`config.mk`:
```
export PLATFORM = sky130hd
export DESIGN_NAME = adc_seq_top
export DESIGN_NICKNAME = d
export VERILOG_FILES = /design/src/rtl/adc_seq_pkg.sv /design/src/rtl/adc_seq_trig.sv /design/src/rtl/adc_seq_timer.sv /design/src/rtl/adc_seq_fmt.sv /design/src/rtl/adc_seq_top.sv
export SDC_FILE = /design/constraint.sdc
export NUM_CORES = 1
export LEC_CHECK = 0
export BUFFER_PORTS_ARGS = -buffer_cell sky130_fd_sc_hd__buf_2
export CAP_MARGIN = 25
export CORE_ASPECT_RATIO = 1.25
export CORE_UTILIZATION = 40
export CTS_CLUSTER_SIZE = 24
export DETAILED_ROUTE_END_ITERATION = 8
export PLACE_DENSITY = 0.67
export SLEW_MARGIN = 20
export SYNTH_ARGS = -nofsm -noshare
export SYNTH_HDL_FRONTEND = slang
export SYNTH_SLANG_ARGS = --single-unit
```
`constraint.sdc`:
```
create_clock -name clk -period 8.3 [get_ports clk]
set_input_delay 1.245 -clock clk [delete_from_list [all_inputs] [get_ports clk]]
set_output_delay 1.245 -clock clk [all_outputs]
set_load 0.03 [all_outputs]
```
`src/rtl/adc_seq_pkg.sv`:
```
package adc_seq_pkg;

    typedef enum logic [1:0] {
        ST_IDLE,
        ST_SAMPLE,
        ST_CONVERT,
        ST_STORE
    } seq_state_t;

    localparam int PHASE_W = 9;

    function automatic logic [PHASE_W-1:0] smp_cycles(input logic [2:0] code);
        logic [PHASE_W-1:0] n;
        unique case (code)
            3'd0: n = 9'd3;
            3'd1: n = 9'd15;
            3'd2: n = 9'd28;
            3'd3: n = 9'd56;
            3'd4: n = 9'd84;
            3'd5: n = 9'd112;
            3'd6: n = 9'd144;
            default: n = 9'd480;
        endcase
        return n;
    endfunction

    function automatic logic [PHASE_W-1:0] conv_cycles(input logic [1:0] res);
        return 9'd15 - {6'd0, res, 1'b0};
    endfunction

    function automatic logic [4:0] res_bits(input logic [1:0] res);
        return 5'd12 - {2'd0, res, 1'b0};
    endfunction

endpackage

```
`src/rtl/adc_seq_trig.sv`:
```
module adc_seq_trig #(
    parameter int NUM_TRIG = 16,
    localparam int SEL_W = $clog2(NUM_TRIG)
) (
    input  logic                clk,
    input  logic                rst_n,
    input  logic [NUM_TRIG-1:0] trig_in,
    input  logic [SEL_W-1:0]    trig_sel,
    input  logic [1:0]          trig_mode,
    output logic                trig_fire
);

    logic sel_q;
    logic sel_q2;
    logic rise;
    logic fall;

    always_ff @(posedge clk or negedge rst_n) begin
        if (!rst_n) begin
            sel_q  <= 1'b0;
            sel_q2 <= 1'b0;
        end else begin
            sel_q  <= trig_in[trig_sel];
            sel_q2 <= sel_q;
        end
    end

    assign rise = sel_q & ~sel_q2;
    assign fall = ~sel_q & sel_q2;

    always_comb begin
        unique case (trig_mode)
            2'b00: trig_fire = 1'b0;
            2'b01: trig_fire = rise;
            2'b10: trig_fire = fall;
            default: trig_fire = rise | fall;
        endcase
    end

    a_r3_disabled_silent: assert property (@(posedge clk) disable iff (!rst_n)
        (trig_mode == 2'b00) |-> !trig_fire);

    a_r3_fire_needs_change: assert property (@(posedge clk) disable iff (!rst_n)
        trig_fire |-> (sel_q != sel_q2));

endmodule

```
`src/rtl/adc_seq_timer.sv`:
```
module adc_seq_timer #(
    parameter int W = 9
) (
    input  logic         clk,
    input  logic         rst_n,
    input  logic         load,
    input  logic [W-1:0] load_val,
    input  logic         run,
    output logic         done
);

    logic [W-1:0] cnt_q;

    always_ff @(posedge clk or negedge rst_n) begin
        if (!rst_n) begin
            cnt_q <= '0;
        end else if (load) begin
            cnt_q <= load_val - 1'b1;
        end else if (run && cnt_q != '0) begin
            cnt_q <= cnt_q - 1'b1;
        end
    end

    assign done = (cnt_q == '0);

    a_r2_count_down: assert property (@(posedge clk) disable iff (!rst_n)
        (run && !load && cnt_q != '0) |=> (cnt_q == $past(cnt_q) - 1'b1));

endmodule

```
`src/rtl/adc_seq_fmt.sv`:
```
module adc_seq_fmt #(
    parameter int RAW_W  = 12,
    parameter int DATA_W = 16
) (
    input  logic [RAW_W-1:0]  raw,
    input  logic [1:0]        res,
    input  logic              align_left,
    output logic [DATA_W-1:0] word
);

    import adc_seq_pkg::*;

    logic [4:0]        nbits;
    logic [DATA_W-1:0] raw_ext;
    logic [DATA_W-1:0] mask;
    logic [DATA_W-1:0] kept;
    logic [4:0]        lshift;

    always_comb begin
        nbits   = res_bits(res);
        raw_ext = {{(DATA_W-RAW_W){1'b0}}, raw};
        mask    = ({{(DATA_W-1){1'b0}}, 1'b1} << nbits) - 1'b1;
        kept    = raw_ext & mask;
        lshift  = 5'(DATA_W) - nbits;
        if (align_left) begin
            word = kept << lshift;
        end else begin
            word = kept;
        end
    end

endmodule

```
`src/rtl/adc_seq_top.sv`:
```
module adc_seq_top #(
    parameter int NUM_SLOT = 16,
    parameter int NUM_CH   = 19,
    parameter int NUM_TRIG = 16,
    parameter int CH_W     = 5,
    parameter int RAW_W    = 12,
    parameter int DATA_W   = 16,
    localparam int SLOT_W  = $clog2(NUM_SLOT),
    localparam int TSEL_W  = $clog2(NUM_TRIG)
) (
    input  logic                     clk,
    input  logic                     rst_n,
    input  logic                     enable,
    input  logic                     cont_mode,
    input  logic                     align_left,
    input  logic [1:0]               res_sel,
    input  logic [1:0]               trig_mode,
    input  logic [TSEL_W-1:0]        trig_sel,
    input  logic [NUM_TRIG-1:0]      trig_in,
    input  logic                     sw_start,
    input  logic [SLOT_W-1:0]        seq_last,
    input  logic [NUM_SLOT*CH_W-1:0] seq_chan,
    input  logic [NUM_CH*3-1:0]      smp_code,
    input  logic [RAW_W-1:0]         conv_result,
    input  logic                     data_read,
    output logic [CH_W-1:0]          chan_sel,
    output logic                     sampling,
    output logic                     converting,
    output logic                     busy,
    output logic                     eoc,
    output logic [DATA_W-1:0]        data_out
);

    import adc_seq_pkg::*;

    seq_state_t           state_q;
    seq_state_t           state_d;
    logic [SLOT_W-1:0]    slot_q;
    logic [SLOT_W-1:0]    slot_d;
    logic                 trig_fire;
    logic                 start_req;
    logic                 tmr_done;
    logic                 tmr_load;
    logic [PHASE_W-1:0]   tmr_val;
    logic                 tmr_run;
    logic                 capture;
    logic [CH_W-1:0]      cur_chan;
    logic [CH_W-1:0]      nxt_chan;
    logic [CH_W-1:0]      code_idx;
    logic [2:0]           nxt_code;
    logic [DATA_W-1:0]    fmt_word;
    logic [DATA_W-1:0]    data_q;
    logic                 eoc_q;

    adc_seq_trig #(.NUM_TRIG(NUM_TRIG)) u_trig (
        .clk       (clk),
        .rst_n     (rst_n),
        .trig_in   (trig_in),
        .trig_sel  (trig_sel),
        .trig_mode (trig_mode),
        .trig_fire (trig_fire)
    );

    assign start_req = sw_start | trig_fire;

    // Next-state logic
    always_comb begin
        state_d = state_q;
        slot_d  = slot_q;
        unique case (state_q)
            ST_IDLE: begin
                if (start_req) begin
                    state_d = ST_SAMPLE;
                    slot_d  = '0;
                end
            end
            ST_SAMPLE: begin
                if (tmr_done) state_d = ST_CONVERT;
            end
            ST_CONVERT: begin
                if (tmr_done) state_d = ST_STORE;
            end
            ST_STORE: begin
                if (slot_q != seq_last) begin
                    state_d = ST_SAMPLE;
                    slot_d  = slot_q + 1'b1;
                end else if (cont_mode) begin
                    state_d = ST_SAMPLE;
                    slot_d  = '0;
                end else begin
                    state_d = ST_IDLE;
                end
            end
            default: state_d = ST_IDLE;
        endcase
        if (!enable) begin
            state_d = ST_IDLE;
            slot_d  = slot_q;
        end
    end

    // State register
    always_ff @(posedge clk or negedge rst_n) begin
        if (!rst_n) begin
            state_q <= ST_IDLE;
            slot_q  <= '0;
        end else begin
            state_q <= state_d;
            slot_q  <= slot_d;
        end
    end

    // Channel and sample-code lookup for the slot about to be entered
    assign cur_chan = seq_chan[32'(slot_q) * CH_W +: CH_W];
    assign nxt_chan = seq_chan[32'(slot_d) * CH_W +: CH_W];
    assign code_idx = (32'(nxt_chan) < NUM_CH) ? nxt_chan : '0;
    assign nxt_code = smp_code[32'(code_idx) * 3 +: 3];

    // Phase timer control
    always_comb begin
        tmr_load = 1'b0;
        tmr_val  = '0;
        if (state_d == ST_SAMPLE && state_q != ST_SAMPLE) begin
            tmr_load = 1'b1;
            tmr_val  = smp_cycles(nxt_code);
        end else if (state_d == ST_CONVERT && state_q != ST_CONVERT) begin
            tmr_load = 1'b1;
            tmr_val  = conv_cycles(res_sel);
        end
    end

    assign tmr_run = (state_q == ST_SAMPLE) || (state_q == ST_CONVERT);

    adc_seq_timer #(.W(PHASE_W)) u_timer (
        .clk      (clk),
        .rst_n    (rst_n),
        .load     (tmr_load),
        .load_val (tmr_val),
        .run      (tmr_run),
        .done     (tmr_done)
    );

    adc_seq_fmt #(.RAW_W(RAW_W), .DATA_W(DATA_W)) u_fmt (
        .raw        (conv_result),
        .res        (res_sel),
        .align_left (align_left),
        .word       (fmt_word)
    );

    assign capture = (state_q == ST_CONVERT) && tmr_done && enable;

    // Result word and end flag
    always_ff @(posedge clk or negedge rst_n) begin
        if (!rst_n) begin
            data_q <= '0;
            eoc_q  <= 1'b0;
        end else begin
            if (capture) begin
                data_q <= fmt_word;
                eoc_q  <= 1'b1;
            end else if (data_read) begin
                eoc_q  <= 1'b0;
            end
        end
    end

    // Outputs
    always_comb begin
        sampling   = 1'b0;
        converting = 1'b0;
        busy       = 1'b1;
        unique case (state_q)
            ST_IDLE:    busy       = 1'b0;
            ST_SAMPLE:  sampling   = 1'b1;
            ST_CONVERT: converting = 1'b1;
            ST_STORE:   ;
            default:    busy       = 1'b0;
        endcase
        chan_sel = cur_chan;
        eoc      = eoc_q;
        data_out = data_q;
    end

    a_r11_abort_idle: assert property (@(posedge clk) disable iff (!rst_n)
        !enable |=> (state_q == ST_IDLE));

    a_r1_sample_then_convert: assert property (@(posedge clk) disable iff (!rst_n)
        (state_q == ST_SAMPLE && tmr_done && enable) |=> (state_q == ST_CONVERT));

    a_r8_eoc_after_capture: assert property (@(posedge clk) disable iff (!rst_n)
        capture |=> eoc_q);

    a_r10_busy_slot_stable: assert property (@(posedge clk) disable iff (!rst_n)
        (enable && start_req && (state_q == ST_SAMPLE || state_q == ST_CONVERT))
        |=> $stable(slot_q));

    a_r12_phase_exclusive: assert property (@(posedge clk) disable iff (!rst_n)
        $onehot0({sampling, converting}));

    a_r4_slot_in_list: assert property (@(posedge clk) disable iff (!rst_n)
        (state_q == ST_SAMPLE) |-> (slot_q <= seq_last));

endmodule

```
==> impl_metrics.ini, run 1 <==
[outcome]
outcome = complete, no violations

[yosys]
synth_area_per_cell_um2 = 8.43
yosysUniqueCellTypes = 94
synth_top_area_cell = dfrtp_1
synth_area_leaders = dfrtp_1 15%, mux4_2 11%, nand2_1 5.4%
async_reset_ff_share_pct = 100
synth_cells = 662
synth_edf_count = 0
synth_top_area_share_pct = 15.2
ys.flop_type = dfrtp_1
synth_area_um2 = 5580
synth.yosys.seq_area_share_pct = 15.2
syn-num-nets = 864
ys_ff_latch = 34
synth_warnings = 0
yosysMostFrequentCell = nand2_1
synthTopCellsByCount = 80 x nand2_1, 46 x nor2_1, 39 x o21ai_0

[worst_setup_path]
required_ps = 8520
reg2reg_slack_ps = 1610
rr_endpoint = u_timer.cnt_q[4]$_DFFE_PN0P_
rr_worst_depth = 18
arrival_ps = 7290
startpoint_type = input pin
criticalPathCategory = input pin to register
path_max_fanout = 29
cp-end-kind = register
r2r_start = slot_q[2]$_DFF_PN0_

[hold_path]
min_from = u_trig.sel_q$_DFF_PN0_
worst_hold_path.num_cells = 0
holdPathEnd = u_trig.sel_q2$_DFF_PN0_
min_path_type = register to register

[power_and_ir_drop]
p_per_area_nw_per_um2 = 121
p_total_uw = 808
p_leak_nw = 2.97
vdd_drop_max_mv = 0.0876

[sta]
period_needed_ps = 7060
setup_viol = 0
finalMaxSlewViolations = 0
fin_crit_sh_pct = 85.1
slew-limit-headroom_pct = 42.7
hold_violations = 0
fin_setup_tns_ps = 0
worst_slew_pin_slew_ps = 854
finalClockSkew_ps = 5.81
grt_setup_unrepaired = no
max_clock_freq_mhz = 142
holdWs_ps = 409

[clock_network]
cts_buffers = 5
htree_levels = 2
clockRootBuffer = clkbuf_16
clockBufferDepth = 2
clock_sinks = 34
cts_resized = 0
cts.hold.buffers_added = 0
clk_pin_slew_ps = 60
clock_latency_ps = 280
cts_tree = done
cts_setup_buffers = 0

[route]
vias = 6176
drt_iter0_drc = 488
wl_um = 19000
route.detailed.drc = 0
ant_nets = 0
routedWlPerCell_um = 18.9
drtPass1Iterations = 5
via_per_inst = 6.13

[cells_and_area]
drive_gt1_share_pct = 37.2
syn2layout_area_growth_pct = 19.9
n_fill_cell = 1360
final_net_count = 1035

[run]
cap_viol_max_count = 0

[global_route]
grt_max_degree = 41
grt_pass1_vias = 5735
antenna_found_initial = 2
grt_overflow = 0
grt_use_total_pct = 25.8
grt_pass1_wl_um = 29300

[floorplanning]
fp.dieArea_um2 = 14400
die_w_um = 108
die_h_um = 134
rows = 47
io_pins = 209
initial_core_util_pct = 41.6
core_area_um2 = 13400

[placement]
port_buffers = 208
gp_congestion = 0.962
place_hpwl_um = 15000
-- flip-flops by register name, indices dropped and copies added (netlist names) --
signal / count
eoc: 1
u_timer.cnt_q: 9
u_trig.sel_q: 1
u_trig.sel_q2: 1
state_q: 2
slot_q: 4
data_out: 16
-- worst max-delay path by stage --
stage,from,end,slack [ps]
final,seq_last[0],u_timer.cnt_q[4]$_DFFE_PN0P_,1240
after CTS,seq_last[0],u_timer.cnt_q[4]$_DFFE_PN0P_,1330
after global routing,seq_last[0],u_timer.cnt_q[4]$_DFFE_PN0P_,780
after global placement,seq_last[0],u_timer.cnt_q[4]$_DFFE_PN0P_,1240
after detailed placement,seq_last[0],u_timer.cnt_q[4]$_DFFE_PN0P_,1030
after floorplan,seq_last[0],u_timer.cnt_q[4]$_DFFE_PN0P_,2780
-- layer usage --
| metal | wire [µm] | GRT usage (%) | vias to the layer above |
|---|---|---|---|
| met5 | 0 | 0 | - |
| met4 | 738 | 11.9 | 0 |
| met3 | 1530 | 4.71 | 55 |
| met2 | 9500 | 45.5 | 326 |
| met1 | 7250 | 29.9 | 2881 |
| li1 | - | - | 2914 |
-- through the flow --
stage / setup slack [ps] / utilization [%] / cells / instance area, µm²
after global placement: 1240 / 48.8 / 997 / 6540
after detailed placement: 1030 / 48.8 / 997 / 6540
after CTS: 1330 / 49.9 / 1005 / 6690
final: 1240 / 49.9 / 1007 / 6690
after floorplan: 2780 / - / 662 / 5580
after global routing: 782 / 49.9 / 1007 / 6690
-- worst max-delay path, cell delays in order --
cell      delay (ps)
buf_2            100
xnor2_1          210
nand4_2          370
mux2_4           530
and2_4           250
inv_2            460
mux2i_1          250
a211oi_1         110
or4_1            850
nor2_1           430
nor2_1            70
o41ai_1          390
o32a_1           500
o21ai_1          250
o21ai_0          190
ha_1             320
nand2_1           90
or4_1            540
nand3_1           90
-- layout make-up --
cell class	count	area [µm²]	share of cell area (%)
multi-input cells	545	4270	63.8
repair buffers	213	1080	16.1
diodes	2	5.00	0.0748
clock buffers	7	143	2.13
inverters	34	128	1.91
clock inverters	1	5.00	0.0748
well taps	171	214	3.20
flip-flops and latches	34	851	12.7
-- placed cells by master (no fill, tap or decap), drive strengths merged, types with 5 or more instances in the layout --
cell type,instances
nor4,11
a22oi,5
nor2,47
o22ai,5
mux2i,20
clkbuf,7
o21ai,50
nand2,84
o211ai,6
ha,18
inv,34
buf,213
o22a,5
a31oi,16
dfrtp,34
or3,6
nor2b,7
xnor2,8
a21o,6
mux4,31
or4,5
a221oi,5
nor3,21
a211oi,37
mux2,5
a21oi,30
o31ai,5
nand4,7
and3,18
nand3,17
-- kinds of logic after synthesis --
logic type / count (synthesis) / share of synthesized area (%)
mux: 56 / 17.7
compound gates: 223 / 30.3
buf+inv: 83 / 8.29
simple gates: 239 / 22.6
fa+ha+maj: 18 / 4.04
xor+xnor: 9 / 1.82
flops: 34 / 15.2
-- report_power, final --
part | switching (mW) | leakage (nW) | total (mW) | internal, mW
Combinational | 0.236 | 2.45 | 0.404 | 0.168
Clock | 0.0732 | 0.0739 | 0.192 | 0.119
Sequential | 0.0220 | 0.449 | 0.212 | 0.190
Total | 0.331 | 2.97 | 0.808 | 0.476
Note: power is estimated with default switching activity, not from simulation.
==> inputs of run 2 (changes only) <==
--- a/config.mk
+++ b/config.mk
@@ -7,11 +7,15 @@
 export LEC_CHECK = 0
 export BUFFER_PORTS_ARGS = -buffer_cell sky130_fd_sc_hd__buf_2
 export CAP_MARGIN = 25
+export CELL_PAD_IN_SITES_DETAIL_PLACEMENT = 0
+export CELL_PAD_IN_SITES_GLOBAL_PLACEMENT = 1
 export CORE_ASPECT_RATIO = 1.25
 export CORE_UTILIZATION = 40
+export CTS_BUF_LIST = sky130_fd_sc_hd__clkbuf_4 sky130_fd_sc_hd__clkbuf_8
 export CTS_CLUSTER_SIZE = 24
 export DETAILED_ROUTE_END_ITERATION = 8
-export PLACE_DENSITY = 0.67
+export PLACE_DENSITY_LB_ADDON = 0.1
+export SETUP_SLACK_MARGIN = 0.05
 export SLEW_MARGIN = 20
 export SYNTH_ARGS = -nofsm -noshare
 export SYNTH_HDL_FRONTEND = slang
==> impl_metrics.ini, run 2 (synthesized netlist as in run 1, its figures left out) <==
[placement]
gp_congestion = 0.925
dpl_cell_area_um2 = 6540
place_hpwl_um = 16000
port_buffers = 208

[sta]
fin_crit_sh_pct = 86.2
fin_setup_tns_ps = 0
setup_viol = 0
grt_setup_unrepaired = no
period_needed_ps = 7160
max_clock_freq_mhz = 140
slew-limit-headroom_pct = 44.7
finalMaxSlewViolations = 0
holdWs_ps = 432
worst_slew_pin_slew_ps = 830
finalClockSkew_ps = 6.80
hold_violations = 0

[cells_and_area]
drive_gt1_share_pct = 37.4
layout_common_cells = 208 x buf_2, 80 x nand2_1, 46 x nor2_1
syn2layout_area_growth_pct = 19.1
largest_reg_flops = 16
final_cell_area_um2 = 6650
final_net_count = 1036
layout.cells.most_common = buf_2

[clock_network]
clockRootBuffer = clkbuf_8
cts_buffers = 5
clock_sinks = 34
cts_resized = 0
cts_setup_buffers = 0
clock_latency_ps = 290
cts.hold.buffers_added = 0
clk_pin_slew_ps = 80
htree_levels = 2
cts_tree = done
clockBufferDepth = 2

[worst_setup_path]
criticalPathCategory = input pin to register
startpoint_type = input pin
arrival_ps = 7390
required_ps = 8530
cp-end-kind = register
path_max_fanout = 29

[power_and_ir_drop]
p_leak_nw = 2.95
switchingPower_uw = 332
comb_power_share_pct = 54.2
switching_share_pct = 43.9
intPower_uw = 424
p_total_uw = 756
p_per_area_nw_per_um2 = 114
pwr-share-clk_pct = 17.8
power_frac_seq_pct = 28.0
vdd_drop_max_mv = 0.122

[floorplanning]
initial_core_util_pct = 41.6
fp.dieArea_um2 = 14400
io_pins = 209
die_h_um = 134
core_area_um2 = 13400
die_w_um = 108
rows = 47

[route]
via_per_inst = 6.17
drtPass1Iterations = 5
routedWlPerCell_um = 20.2
drt_iter0_drc = 321
ant_nets = 0
vias = 6216
wl_um = 20400
route.detailed.drc = 0

[outcome]
outcome = complete, no violations

[global_route]
grt_use_total_pct = 27.6
grt_pass1_wl_um = 31100
grt_pass1_vias = 5994
grt_max_degree = 41
antenna_found_initial = 1
grt_overflow = 0

[hold_path]
min_path_type = register to register

[run]
cap_viol_max_count = 0
run 2: cell types whose count changed in the layout (fill, tap and decap cells not counted):
cell and change:
buf_6 +1, clkbuf_1 -1, clkbuf_16 -5, clkbuf_8 +5, clkinvlp_4 +1, diode_2 -1
run 2: worst max-delay path: stages:
cell	delay [ps]
buf_2	100
xnor2_1	200
nand4_2	370
mux2_4	540
and2_4	250
inv_2	490
mux2i_1	290
a211oi_1	130
or4_1	850
nor2_1	470
nor2_1	80
o41ai_1	370
o32a_1	490
o21ai_1	260
o21ai_0	200
ha_1	300
nand2_1	90
or4_1	540
nand3_1	90
run 2: layout make-up:
| cell class | instances | area, µm² |
|---|---|---|
| Fill cell | 1385 | 6760 |
| Tap cell | 171 | 214 |
| Sequential cell | 34 | 851 |
| Clock buffer | 6 | 82.6 |
| Inverter | 34 | 128 |
| Antenna cell | 1 | 2.50 |
| Clock inverter | 2 | 12.5 |
| Timing Repair Buffer | 214 | 1090 |
| Multi-Input combinational cell | 545 | 4270 |
run 2: worst paths after layout:
path | from | to | slack [ps] | cells after the start
max | seq_last[0] | u_timer.cnt_q[4]$_DFFE_PN0P_ | 1140 | 19
min | u_trig.sel_q$_DFF_PN0_ | u_trig.sel_q2$_DFF_PN0_ | 430 | 0
max reg2reg | slot_q[2]$_DFF_PN0_ | u_timer.cnt_q[4]$_DFFE_PN0P_ | 1500 | 18
min reg2reg | u_trig.sel_q$_DFF_PN0_ | u_trig.sel_q2$_DFF_PN0_ | 430 | 0
max in group asynchronous | rst_n | data_out[0]$_DFFE_PN0P_ | 6730 | 1
min in group asynchronous | rst_n | u_timer.cnt_q[4]$_DFFE_PN0P_ | 1040 | 1
run 2: power groups by stage:
stage	logic (mW)	registers, mW	clock network [mW]
finish	0.410	0.212	0.135
global placement	0.403	0.213	0
detailed placement	0.404	0.214	0
global route	0.449	0.214	0.146
CTS	0.406	0.210	0.143
floorplan	0.288	0.208	0
run 2: metrics by stage:
stage	utilization, %	std cells	setup slack [ps]
final	49.6	1007	1140
after global routing	49.6	1007	790
after CTS	49.5	1005	1200
after detailed placement	48.8	997	885
after global placement	48.8	997	1120
after floorplan	-	662	2780
run 2: per-layer routing:
layer,track usage (%),share of wire [%]
met2,50.0,51
met3,3.64,8.2
met5,0,0
met4,8.22,2.3
met1,33.5,38
